`src/rtl/rdl_pkg.sv`:
```
package rdl_pkg;
  typedef enum logic [2:0] {
    FS_IDLE, FS_CHECK, FS_AREQ, FS_ARSP, FS_DREQ, FS_DRSP, FS_WRITE, FS_FIN
  } fetch_state_e;

  // offset of the per-channel write bits inside the AUTO register
  localparam int unsigned WR_BIT_OFS = 8;
endpackage

```
`src/rtl/rdl_csr.sv`:
```
module rdl_csr #(
  parameter int unsigned NCH = 8,
  parameter int unsigned AW  = 32,
  parameter int unsigned DW  = 32,
  parameter int unsigned CAW = 5
) (
  input  logic                    clk,
  input  logic                    rst_n,
  input  logic                    we,
  input  logic [CAW-1:0]          addr,
  input  logic [DW-1:0]           wdata,
  output logic [DW-1:0]           rdata,
  input  logic [NCH-1:0]          done_set,
  output logic [NCH-1:0][AW-1:0]  start_o,
  output logic [NCH-1:0][AW-1:0]  last_o,
  output logic [NCH-1:0]          trig_o,
  output logic [NCH-1:0]          wr_o,
  output logic [NCH-1:0]          done_o
);
  import rdl_pkg::*;

  localparam int unsigned END_BASE = NCH;
  localparam int unsigned AUTO_A   = 2 * NCH;
  localparam int unsigned AUTO2_A  = AUTO_A + 1;
  localparam int unsigned AUTO3_A  = AUTO_A + 2;
  localparam int unsigned CTRL_A   = AUTO_A + 3;
  localparam int unsigned STAT_A   = AUTO_A + 4;
  localparam int unsigned LAST     = NCH - 1;

  logic [NCH-1:0][AW-1:0] start_q, last_q;
  logic [NCH-1:0]         trig_q, wr_q, done_q, clr;
  logic                   urg_rd_q, urg_wr_q;
  logic                   unused_wdata;

  assign unused_wdata = ^wdata;
  assign clr = (we && addr == CAW'(CTRL_A)) ? wdata[NCH-1:0] : '0;

  always_ff @(posedge clk) begin
    if (!rst_n) begin
      start_q  <= '0;
      last_q   <= '0;
      trig_q   <= '0;
      wr_q     <= '0;
      done_q   <= '0;
      urg_rd_q <= 1'b0;
      urg_wr_q <= 1'b0;
    end else begin
      for (int i = 0; i < NCH; i++) begin
        if (we && addr == CAW'(i))            start_q[i] <= wdata[AW-1:0];
        if (we && addr == CAW'(END_BASE + i)) last_q[i]  <= wdata[AW-1:0];
      end
      if (we && addr == CAW'(AUTO_A)) begin
        trig_q[LAST-1:0] <= wdata[LAST-1:0];
        wr_q[LAST-1:0]   <= wdata[WR_BIT_OFS +: LAST];
      end
      if (we && addr == CAW'(AUTO2_A)) wr_q[LAST]   <= wdata[0];
      if (we && addr == CAW'(AUTO3_A)) trig_q[LAST] <= wdata[0];
      if (we && addr == CAW'(CTRL_A)) begin
        urg_rd_q <= wdata[8];
        urg_wr_q <= wdata[9];
      end
      // a finishing channel wins over a clear in the same cycle
      done_q <= (done_q & ~clr) | done_set;
    end
  end

  always_comb begin
    rdata = '0;
    for (int i = 0; i < NCH; i++) begin
      if (addr == CAW'(i))            rdata = DW'(start_q[i]);
      if (addr == CAW'(END_BASE + i)) rdata = DW'(last_q[i]);
    end
    if (addr == CAW'(AUTO_A)) begin
      rdata[LAST-1:0]          = trig_q[LAST-1:0];
      rdata[WR_BIT_OFS +: LAST] = wr_q[LAST-1:0];
    end
    if (addr == CAW'(AUTO2_A)) rdata[0] = wr_q[LAST];
    if (addr == CAW'(AUTO3_A)) rdata[0] = trig_q[LAST];
    if (addr == CAW'(CTRL_A)) begin
      rdata[8] = urg_rd_q;
      rdata[9] = urg_wr_q;
    end
    if (addr == CAW'(STAT_A)) rdata[NCH-1:0] = done_q;
  end

  assign start_o = start_q;
  assign last_o  = last_q;
  assign trig_o  = trig_q;
  assign wr_o    = wr_q;
  assign done_o  = done_q;
endmodule

```
`src/rtl/rdl_arb.sv`:
```
module rdl_arb #(
  parameter int unsigned NCH = 8,
  parameter int unsigned CHW = $clog2(NCH)
) (
  input  logic           clk,
  input  logic           rst_n,
  input  logic           vsync,
  input  logic [NCH-1:0] armed,
  input  logic [NCH-1:0] active,
  input  logic           take,
  output logic           gnt_valid,
  output logic [CHW-1:0] gnt_idx
);
  logic [NCH-1:0] pend_q, pend_d;

  always_comb begin
    gnt_idx = '0;
    for (int i = NCH - 1; i >= 0; i--) begin
      if (pend_q[i]) gnt_idx = CHW'(i);
    end
  end
  assign gnt_valid = |pend_q;

  always_comb begin
    pend_d = pend_q;
    if (vsync) pend_d = pend_d | (armed & ~active);
    pend_d = pend_d & armed;
    if (take) pend_d[gnt_idx] = 1'b0;
  end

  always_ff @(posedge clk) begin
    if (!rst_n) pend_q <= '0;
    else        pend_q <= pend_d;
  end
endmodule

```
`src/rtl/rdl_fetch.sv`:
```
module rdl_fetch #(
  parameter int unsigned NCH = 8,
  parameter int unsigned AW  = 32,
  parameter int unsigned DW  = 32,
  parameter int unsigned CHW = $clog2(NCH)
) (
  input  logic                   clk,
  input  logic                   rst_n,
  input  logic                   gnt_valid,
  input  logic [CHW-1:0]         gnt_idx,
  output logic                   take,
  input  logic [NCH-1:0][AW-1:0] start_i,
  input  logic [NCH-1:0][AW-1:0] last_i,
  output logic                   mem_req_valid,
  input  logic                   mem_req_ready,
  output logic [AW-1:0]          mem_req_addr,
  input  logic                   mem_rsp_valid,
  output logic                   mem_rsp_ready,
  input  logic [DW-1:0]          mem_rsp_data,
  output logic                   reg_valid,
  input  logic                   reg_ready,
  output logic [DW-1:0]          reg_addr,
  output logic [DW-1:0]          reg_data,
  output logic [NCH-1:0]         active,
  output logic [NCH-1:0]         done_set
);
  import rdl_pkg::*;

  localparam int unsigned WORD_B  = DW / 8;
  localparam int unsigned ENTRY_B = 2 * WORD_B;

  fetch_state_e   st_q, st_d;
  logic [CHW-1:0] ch_q;
  logic [AW-1:0]  cur_q;
  logic [DW-1:0]  a_q, d_q;

  always_comb begin
    st_d          = st_q;
    take          = 1'b0;
    mem_req_valid = 1'b0;
    mem_req_addr  = cur_q;
    mem_rsp_ready = 1'b0;
    reg_valid     = 1'b0;
    done_set      = '0;
    unique case (st_q)
      FS_IDLE:  if (gnt_valid) begin take = 1'b1; st_d = FS_CHECK; end
      FS_CHECK: st_d = (cur_q > last_i[ch_q]) ? FS_FIN : FS_AREQ;
      FS_AREQ: begin
        mem_req_valid = 1'b1;
        if (mem_req_ready) st_d = FS_ARSP;
      end
      FS_ARSP: begin
        mem_rsp_ready = 1'b1;
        if (mem_rsp_valid) st_d = FS_DREQ;
      end
      FS_DREQ: begin
        mem_req_valid = 1'b1;
        mem_req_addr  = cur_q + AW'(WORD_B);
        if (mem_req_ready) st_d = FS_DRSP;
      end
      FS_DRSP: begin
        mem_rsp_ready = 1'b1;
        if (mem_rsp_valid) st_d = FS_WRITE;
      end
      FS_WRITE: begin
        reg_valid = 1'b1;
        if (reg_ready) st_d = FS_CHECK;
      end
      FS_FIN: begin
        done_set = NCH'(1) << ch_q;
        st_d     = FS_IDLE;
      end
      default: st_d = FS_IDLE;
    endcase
  end

  always_ff @(posedge clk) begin
    if (!rst_n) begin
      st_q  <= FS_IDLE;
      ch_q  <= '0;
      cur_q <= '0;
      a_q   <= '0;
      d_q   <= '0;
    end else begin
      st_q <= st_d;
      if (take) begin
        ch_q  <= gnt_idx;
        cur_q <= start_i[gnt_idx];
      end
      if (st_q == FS_ARSP && mem_rsp_valid) a_q <= mem_rsp_data;
      if (st_q == FS_DRSP && mem_rsp_valid) d_q <= mem_rsp_data;
      if (st_q == FS_WRITE && reg_ready) cur_q <= cur_q + AW'(ENTRY_B);
    end
  end

  assign reg_addr = a_q;
  assign reg_data = d_q;
  assign active   = (st_q != FS_IDLE) ? (NCH'(1) << ch_q) : '0;
endmodule

```
`src/rtl/rdl_engine.sv`:
```
module rdl_engine #(
  parameter int unsigned NCH = 8,
  parameter int unsigned AW  = 32,
  parameter int unsigned DW  = 32,
  parameter int unsigned CAW = 5
) (
  input  logic           clk,
  input  logic           rst_n,
  input  logic           vsync,
  input  logic           csr_we,
  input  logic [CAW-1:0] csr_addr,
  input  logic [DW-1:0]  csr_wdata,
  output logic [DW-1:0]  csr_rdata,
  output logic           mem_req_valid,
  input  logic           mem_req_ready,
  output logic [AW-1:0]  mem_req_addr,
  input  logic           mem_rsp_valid,
  output logic           mem_rsp_ready,
  input  logic [DW-1:0]  mem_rsp_data,
  output logic           reg_valid,
  input  logic           reg_ready,
  output logic [DW-1:0]  reg_addr,
  output logic [DW-1:0]  reg_data,
  output logic           irq
);
  localparam int unsigned CHW = $clog2(NCH);

  logic [NCH-1:0][AW-1:0] start_w, last_w;
  logic [NCH-1:0]         trig_w, wr_w, done_w, done_set_w, active_w;
  logic                   gnt_valid_w, take_w;
  logic [CHW-1:0]         gnt_idx_w;

  rdl_csr #(.NCH(NCH), .AW(AW), .DW(DW), .CAW(CAW)) u_csr (
    .clk(clk), .rst_n(rst_n), .we(csr_we), .addr(csr_addr), .wdata(csr_wdata),
    .rdata(csr_rdata), .done_set(done_set_w), .start_o(start_w), .last_o(last_w),
    .trig_o(trig_w), .wr_o(wr_w), .done_o(done_w)
  );

  rdl_arb #(.NCH(NCH), .CHW(CHW)) u_arb (
    .clk(clk), .rst_n(rst_n), .vsync(vsync), .armed(trig_w & wr_w),
    .active(active_w), .take(take_w), .gnt_valid(gnt_valid_w), .gnt_idx(gnt_idx_w)
  );

  rdl_fetch #(.NCH(NCH), .AW(AW), .DW(DW), .CHW(CHW)) u_fetch (
    .clk(clk), .rst_n(rst_n), .gnt_valid(gnt_valid_w), .gnt_idx(gnt_idx_w),
    .take(take_w), .start_i(start_w), .last_i(last_w),
    .mem_req_valid(mem_req_valid), .mem_req_ready(mem_req_ready),
    .mem_req_addr(mem_req_addr), .mem_rsp_valid(mem_rsp_valid),
    .mem_rsp_ready(mem_rsp_ready), .mem_rsp_data(mem_rsp_data),
    .reg_valid(reg_valid), .reg_ready(reg_ready), .reg_addr(reg_addr),
    .reg_data(reg_data), .active(active_w), .done_set(done_set_w)
  );

  assign irq = |(done_w & trig_w);
endmodule

```
`config.mk`:
```
export PLATFORM = sky130hd
export DESIGN_NAME = rdl_engine
export DESIGN_NICKNAME = d
export VERILOG_FILES = /design/src/rtl/rdl_pkg.sv /design/src/rtl/rdl_csr.sv /design/src/rtl/rdl_arb.sv /design/src/rtl/rdl_fetch.sv /design/src/rtl/rdl_engine.sv
export SDC_FILE = /design/constraint.sdc
export NUM_CORES = 2
export LEC_CHECK = 0
export BUFFER_PORTS_ARGS = -buffer_cell sky130_fd_sc_hd__buf_2
export CAP_MARGIN = 20
export CELL_PAD_IN_SITES_DETAIL_PLACEMENT = 0
export CELL_PAD_IN_SITES_GLOBAL_PLACEMENT = 1
export CORE_MARGIN = 3
export CORE_UTILIZATION = 30
export DETAILED_ROUTE_END_ITERATION = 16
export PLACE_DENSITY = 0.68
export SYNTH_ARGS = -nofsm -noshare
export SYNTH_HDL_FRONTEND = slang
export SYNTH_HIERARCHICAL = 1
export SYNTH_SLANG_ARGS = --single-unit
```
`constraint.sdc`:
```
create_clock -name clk -period 6.82 [get_ports clk]
set_clock_uncertainty 0.05 [all_clocks]
set_input_delay 1.364 -clock clk [delete_from_list [all_inputs] [get_ports clk]]
set_output_delay 1.364 -clock clk [all_outputs]
set_load 0.1 [all_outputs]
```
## Word-level counts from Yosys, hierarchy flattened

Index checks and enable logic that the tools add are counted.

| word-level totals | value |
|---|---|
| register bits | 648 |
| output and inout bits | 132 |

| operators by class | value |
|---|---|
| $add $sub $neg | 2 |
| magnitude comparators | 4 |
| equality and inequality tests | 33 |
| shift operators | 1 |
| muxes and demuxes | 57 |
| bitwise operators | 11 |
| reductions and logical operators | 33 |

Operators by type and width:

| kind | number |
|---|---|
| 32-bit 2-to-1 mux | 21 |
| 32-bit binary-select mux with 3-bit select | 2 |
| 8-bit bitwise AND | 6 |
| 8-bit 2-to-1 mux | 6 |
| 3-bit 2-to-1 mux | 15 |
| 5-bit by 4-bit equality test with 1-bit output, second input constant | 8 |
| 32-bit by 3-bit adder with 32-bit output, second input constant | 1 |
| 32-bit by 4-bit adder with 32-bit output, second input constant | 1 |
| 32-bit greater-than comparator | 1 |
| 5-bit equality test, second input constant | 5 |
| 1-bit logical AND | 24 |
| 8-bit inverter | 3 |
| 3-bit case mux with 8 select lines | 1 |
| 5-bit by 3-bit equality test with 1-bit output, second input constant | 4 |
| 8-bit OR | 2 |
| 8-bit OR reduction | 2 |
| 7-bit 2-to-1 mux | 2 |
| 3-bit equality test, second input constant | 4 |
| 2-bit != test, second input constant | 6 |
| 5-bit by 2-bit equality test with 1-bit output, second input constant | 2 |
| 3-bit by 4-bit < comparator with 1-bit output, second input constant | 2 |
| 1-bit 2-to-1 mux | 8 |
| 1-bit by 3-bit << shifter with 8-bit output, first input constant | 1 |
| 3-bit by 2-bit equality test with 1-bit output, second input constant | 2 |
| 11 further kinds | 12 |

## Logic depth before layout (Yosys ltp)

| logic depth | value |
|---|---|
| depth after elaboration | 21 |
| depth in mapped cells | 11 |
| mapped depth without buffers | 9 |

## Hierarchy

Netlist, hierarchy kept.

By module, submodules not included:

| module | instances | cells each | area an instance (sq um) | sequential area each (sq um) |
|---|---|---|---|---|
| rdl_csr | 1 | 3273 | 25096.6 | 10770.3 |
| rdl_fetch | 1 | 993 | 9492.9 | 2042.0 |
| rdl_arb | 1 | 55 | 446.7 | 160.2 |
| rdl_engine | 1 | 13 | 86.3 | 0.0 |

## Worst setup path after synthesis

No wires, ideal clock.

| timing path | value |
|---|---|
| path kind | in2out |
| start point | input port csr_addr[1] |
| end point | output port csr_rdata[8] |
| data arrival time | 5777 ps |
| data required time | 5406 ps |
| path slack | -371 ps |
| cell stages on the path | 7 |
| path buffers | 5 |
| cells stage by stage | buf_4 -> buf_6 -> buf_2 -> buf_2 -> buf_2 -> a21oi_1 -> o311ai_0 |

| on the way | value |
|---|---|
| longest elaborated chain between the ends | 19 |
| elaborated cells between the ends (all ways) | 36 |

Ends and longest elaborated chain:

| what | line | text |
|---|---|---|
| start: declaration | rdl_engine.sv:11 | `input logic [CAW-1:0] csr_addr,` |
| 5-bit zero test | rdl_csr.sv:70 | `if (addr == CAW'(i)) rdata = DW'(start_q[i]);` |
| 32-bit 2-to-1 mux | rdl_csr.sv:70 |  |
| 32-bit 2-to-1 mux | rdl_csr.sv:71 | `if (addr == CAW'(END_BASE + i)) rdata = DW'(last_q[i]);` |
| 32-bit 2-to-1 mux | rdl_csr.sv:70 |  |
| 32-bit 2-to-1 mux | rdl_csr.sv:71 |  |
| 32-bit 2-to-1 mux | rdl_csr.sv:70 |  |
| 32-bit 2-to-1 mux | rdl_csr.sv:71 |  |
| 32-bit 2-to-1 mux | rdl_csr.sv:70 |  |
| [3 not listed] | n/a |  |
| 32-bit 2-to-1 mux | rdl_csr.sv:70 |  |
| 32-bit 2-to-1 mux | rdl_csr.sv:71 |  |
| 32-bit 2-to-1 mux | rdl_csr.sv:70 |  |
| 32-bit 2-to-1 mux | rdl_csr.sv:71 |  |
| 32-bit 2-to-1 mux | rdl_csr.sv:70 |  |
| 32-bit 2-to-1 mux | rdl_csr.sv:71 |  |
| 7-bit 2-to-1 mux | rdl_csr.sv:73 | `if (addr == CAW'(AUTO_A)) begin` |
| 2-bit 2-to-1 mux (*) | rdl_csr.sv:79 | `if (addr == CAW'(CTRL_A)) begin` |
| end: declaration | rdl_engine.sv:13 | `output logic [DW-1:0] csr_rdata,` |

Mark *: on every way between the ends. The rest lies on a longest branch, timed or not.

## Final worst setup path

| timing path | value |
|---|---|
| start point | input port csr_addr[1] |
| end point | output port csr_rdata[5] |

| on the way | value |
|---|---|
| longest elaborated chain between the ends | 19 |
| elaborated cells between the ends (all ways) | 36 |

Ends and longest elaborated chain:

| what | line | text |
|---|---|---|
| 5-bit zero test | rdl_csr.sv:70 |  |
| 32-bit 2-to-1 mux | rdl_csr.sv:70 |  |
| 32-bit 2-to-1 mux | rdl_csr.sv:71 |  |
| 32-bit 2-to-1 mux | rdl_csr.sv:70 |  |
| 32-bit 2-to-1 mux | rdl_csr.sv:71 |  |
| 32-bit 2-to-1 mux | rdl_csr.sv:70 |  |
| 32-bit 2-to-1 mux | rdl_csr.sv:71 |  |
| 32-bit 2-to-1 mux | rdl_csr.sv:70 |  |
| [3 not listed] | n/a |  |
| 32-bit 2-to-1 mux | rdl_csr.sv:70 |  |
| 32-bit 2-to-1 mux | rdl_csr.sv:71 |  |
| 32-bit 2-to-1 mux | rdl_csr.sv:70 |  |
| 32-bit 2-to-1 mux | rdl_csr.sv:71 |  |
| 32-bit 2-to-1 mux | rdl_csr.sv:70 |  |
| 32-bit 2-to-1 mux | rdl_csr.sv:71 |  |
| 7-bit 2-to-1 mux | rdl_csr.sv:73 |  |
| 8-bit 2-to-1 mux (*) | rdl_csr.sv:83 | `if (addr == CAW'(STAT_A)) rdata[NCH-1:0] = done_q;` |

Marks and branches as above.

==> flow_summary.json <==
{
  "status": "finished clean",
  "drv_slew": 0,
  "grt_pass1_wl_mm": 243,
  "cts_resized": 0,
  "ant_nets": 0,
  "swShare_pct": 28.5,
  "crit_path_frequent_cell": "buf_4",
  "grt_usage_pct": 27.2,
  "fin_cells": 5897,
  "die_area_um2": 121000,
  "maxCapViolCount": 0,
  "synth-async-reset-ratio_pct": 0,
  "worst_skew_pair.late_latency_ns": 0.67,
  "layout-drive-gt1-share_pct": 15.6,
  "path_buf_inv": 3,
  "p_leak_nw": 13.2,
  "internal_power_mw": 6.65,
  "yosys_warnings": 6,
  "grt_pass1_vias": 32700,
  "cts_tree": "built",
  "num_vias": 35100,
  "num_rows": 124,
  "coreArea_um2": 115000,
  "fmax_mhz": 158,
  "critPathRequiredTime_ns": 5.41,
  "start_kind": "input pin",
  "synth.distinct_cells": 102,
  "powerDensity_nw_per_um2": 232,
  "routabilityCongestion": 1.01,
  "htree_levels": 3,
  "rsz0062_at_grt": "no",
  "dp_cells": 5752,
  "comb_power_share_pct": 11.9,
  "layout.nets": 4430,
  "cts.clk_slew.worst_paths_ns": 0.06,
  "fin_setup_tns_ns": 0,
  "p_sw_mw": 2.65,
  "arrival_ns": 4.92,
  "grt-ovfl-total": 0,
  "max_stage_delay_ns": 0.74,
  "dpl_worst_slack_ns": 0.778,
  "power_mw": 9.30,
  "ys_seq_elements": 648,
  "seq_power_share_pct": 41.7,
  "die_h_um": 348,
  "drt_pass1_iterations": 7,
  "syn_area_um2": 35100,
  "routed_wl_mm": 172,
  "vias_per_cell": 5.95,
  "cts_root_buf": "clkbuf_16",
  "cts.sinks": 648,
  "layout-area-overhead-vs-synth_pct": 14.0,
  "cts_buffers": 77,
  "period_needed_ns": 6.33,
  "start_util_pct": 30.5,
  "postCtsSetupBuffers": 0,
  "post-route-period-util_pct": 92.9,
  "avgRoutedWirePerCell_um": 29.2,
  "port-buffer-count": 207,
  "avgSynthCellArea_um2": 8.10,
  "end_kind": "output port",
  "whs_ns": 0.400,
  "die_w_um": 348,
  "grt_start_max_net_pins": 253,
  "syn-num-nets": 4444,
  "setup_viol": 0,
  "cp_top_family": "simple AND/OR/NAND/NOR gates",
  "hold_violations": 0,
  "hpwl_mm": 116,
  "ys.flop_type": "dfxtp_1",
  "synthCells": 4334,
  "drc": 0,
  "tightest_slew_ns": 1.23,
  "slew_headroom_pct": 18.0,
  "final_cell_area_um2": 40000,
  "path_cells": "buf_4 > buf_4 > nor2_1 > nand2_1 > o2111ai_1 > o221ai_1 > nand3_1 > buf_2",
  "clk_path_buf_depth": 3,
  "crit_type": "input pin to output port",
  "p_clk_share_pct": 46.4,
  "setup_ws_ns": 0.486,
  "placed_area_um2": 37400,
  "synth_edf_count": 0,
  "cts_hold_buf": 0,
  "drtIter0Drc": 4793,
  "antenna_found_initial": 16,
  "ys_seq_area_share_pct": 36.9,
  "utilization_pct": 34.7,
  "crit_fanout": 35,
  "io_pins": 208,
  "max-vdd-ir-drop_mv": 0.179,
  "worstHoldPathType": "flop to flop",
  "critical_path.slowest_cell": "nor2_1"
}
## cell usage after synthesis, types with 21 or more instances
master | n | area [um^2]
o21ai_0 | 128 | 641
nand2_1 | 1336 | 5010
a221oi_1 | 23 | 201
mux2i_1 | 94 | 941
nand4_1 | 30 | 188
a21boi_0 | 429 | 3220
nand3_1 | 49 | 245
nor2b_1 | 23 | 144
dfxtp_1 | 648 | 13000
nor2_1 | 132 | 495
a21oi_1 | 221 | 1110
ha_1 | 34 | 425
xnor2_1 | 21 | 184
o22ai_1 | 60 | 375
a21boi_1 | 99 | 743
and2_1 | 27 | 169
mux4_2 | 128 | 2880
a22oi_1 | 37 | 278
buf_2 | 132 | 661
clkbuf_1 | 259 | 972
nor3_1 | 33 | 165
## state kept, by name, summed over array words and instances (netlist names)
signal	count
u_csr/done_o	8
u_fetch/reg_addr	32
u_csr/start_o	256
u_csr/wr_o	8
u_csr/urg_wr_q	1
u_fetch/reg_data	32
u_fetch/cur_q	32
u_csr/urg_rd_q	1
u_csr/trig_o	8
u_csr/last_o	256
u_fetch/st_q	3
u_arb/pend_q	8
u_fetch/ch_q	3
## power by group through the flow
stage,logic [mW],registers [mW],clock network [mW]
6_report,1.11,3.88,4.31
5_1_grt,1.15,3.88,4.52
4_1_cts,1.08,3.88,4.36
3_5_place_dp,1.08,3.96,0
3_3_place_gp,1.07,3.96,0
2_1_floorplan,0.698,3.99,0
## worst paths after layout
kind / slack, ns / to / from / cells after the start
worst max register to register: 2.39 / u_fetch/st_q[0]$_SDFFE_PN0P_ / u_fetch/ch_q[0]$_SDFFE_PN0P_ / 9
worst min register to register: 0.40 / u_fetch/reg_addr[2]$_SDFFE_PN0P_ / u_fetch/reg_addr[2]$_SDFFE_PN0P_ / 2
worst min-delay path: 0.40 / u_fetch/reg_addr[2]$_SDFFE_PN0P_ / u_fetch/reg_addr[2]$_SDFFE_PN0P_ / 2
worst max-delay path: 0.49 / csr_rdata[5] / csr_addr[1] / 8
## worst reg2reg max path, stage by stage, from the launching register on
cell and delay (ns):
dfxtp_4 0.77, buf_12 0.39, mux4_2 0.87, mux2i_1 0.67
ha_1 0.38, nand4_1 0.19, nor4_1 0.11, a2111oi_0 0.60
o21ai_0 0.19, a21oi_1 0.16
## per-layer routing
metal | vias to the layer above | GRT usage (%) | routed length (um)
li1 | 15100 | - | -
met1 | 17100 | 35.0 | 67300
met2 | 2339 | 40.9 | 73200
met3 | 573 | 8.29 | 21400
met4 | 4 | 14.4 | 10100
met5 | - | 0 | 23
## cell type report
cell class              count  area, um^2
well taps                1512        1890
fillers                 11900       75200
flip-flops and latches    648       13000
clock buffers             109        2230
diodes                      7        17.5
repair buffers            330        2170
multi-input cells        3243       20300
inverters                  20        83.8
clock inverters            28         360
## cells in the final DEF (no fill, tap or decap), types with 37 or more instances in the layout
| cell type | instances |
|---|---|
| a21boi_0 | 429 |
| mux4_2 | 128 |
| a21oi_1 | 221 |
| nor2_1 | 131 |
| a21boi_1 | 99 |
| buf_2 | 196 |
| nand2_1 | 1324 |
| buf_4 | 119 |
| nand3_1 | 46 |
| clkbuf_16 | 77 |
| o22ai_1 | 60 |
| mux2i_1 | 94 |
| a22oi_1 | 37 |
| o21ai_0 | 128 |
| dfxtp_1 | 645 |
## cells by family after synthesis
logic type / synth area share (%)
AOI/OAI and AO/OA: 23.0
xor gates and xnor gates: 0.798
adders and majority gates: 1.21
buffers and inverters: 5.51
DFF: 36.9
muxes: 11.4
and+or+nand+nor: 21.1
(Power assumes the default switching activity.)
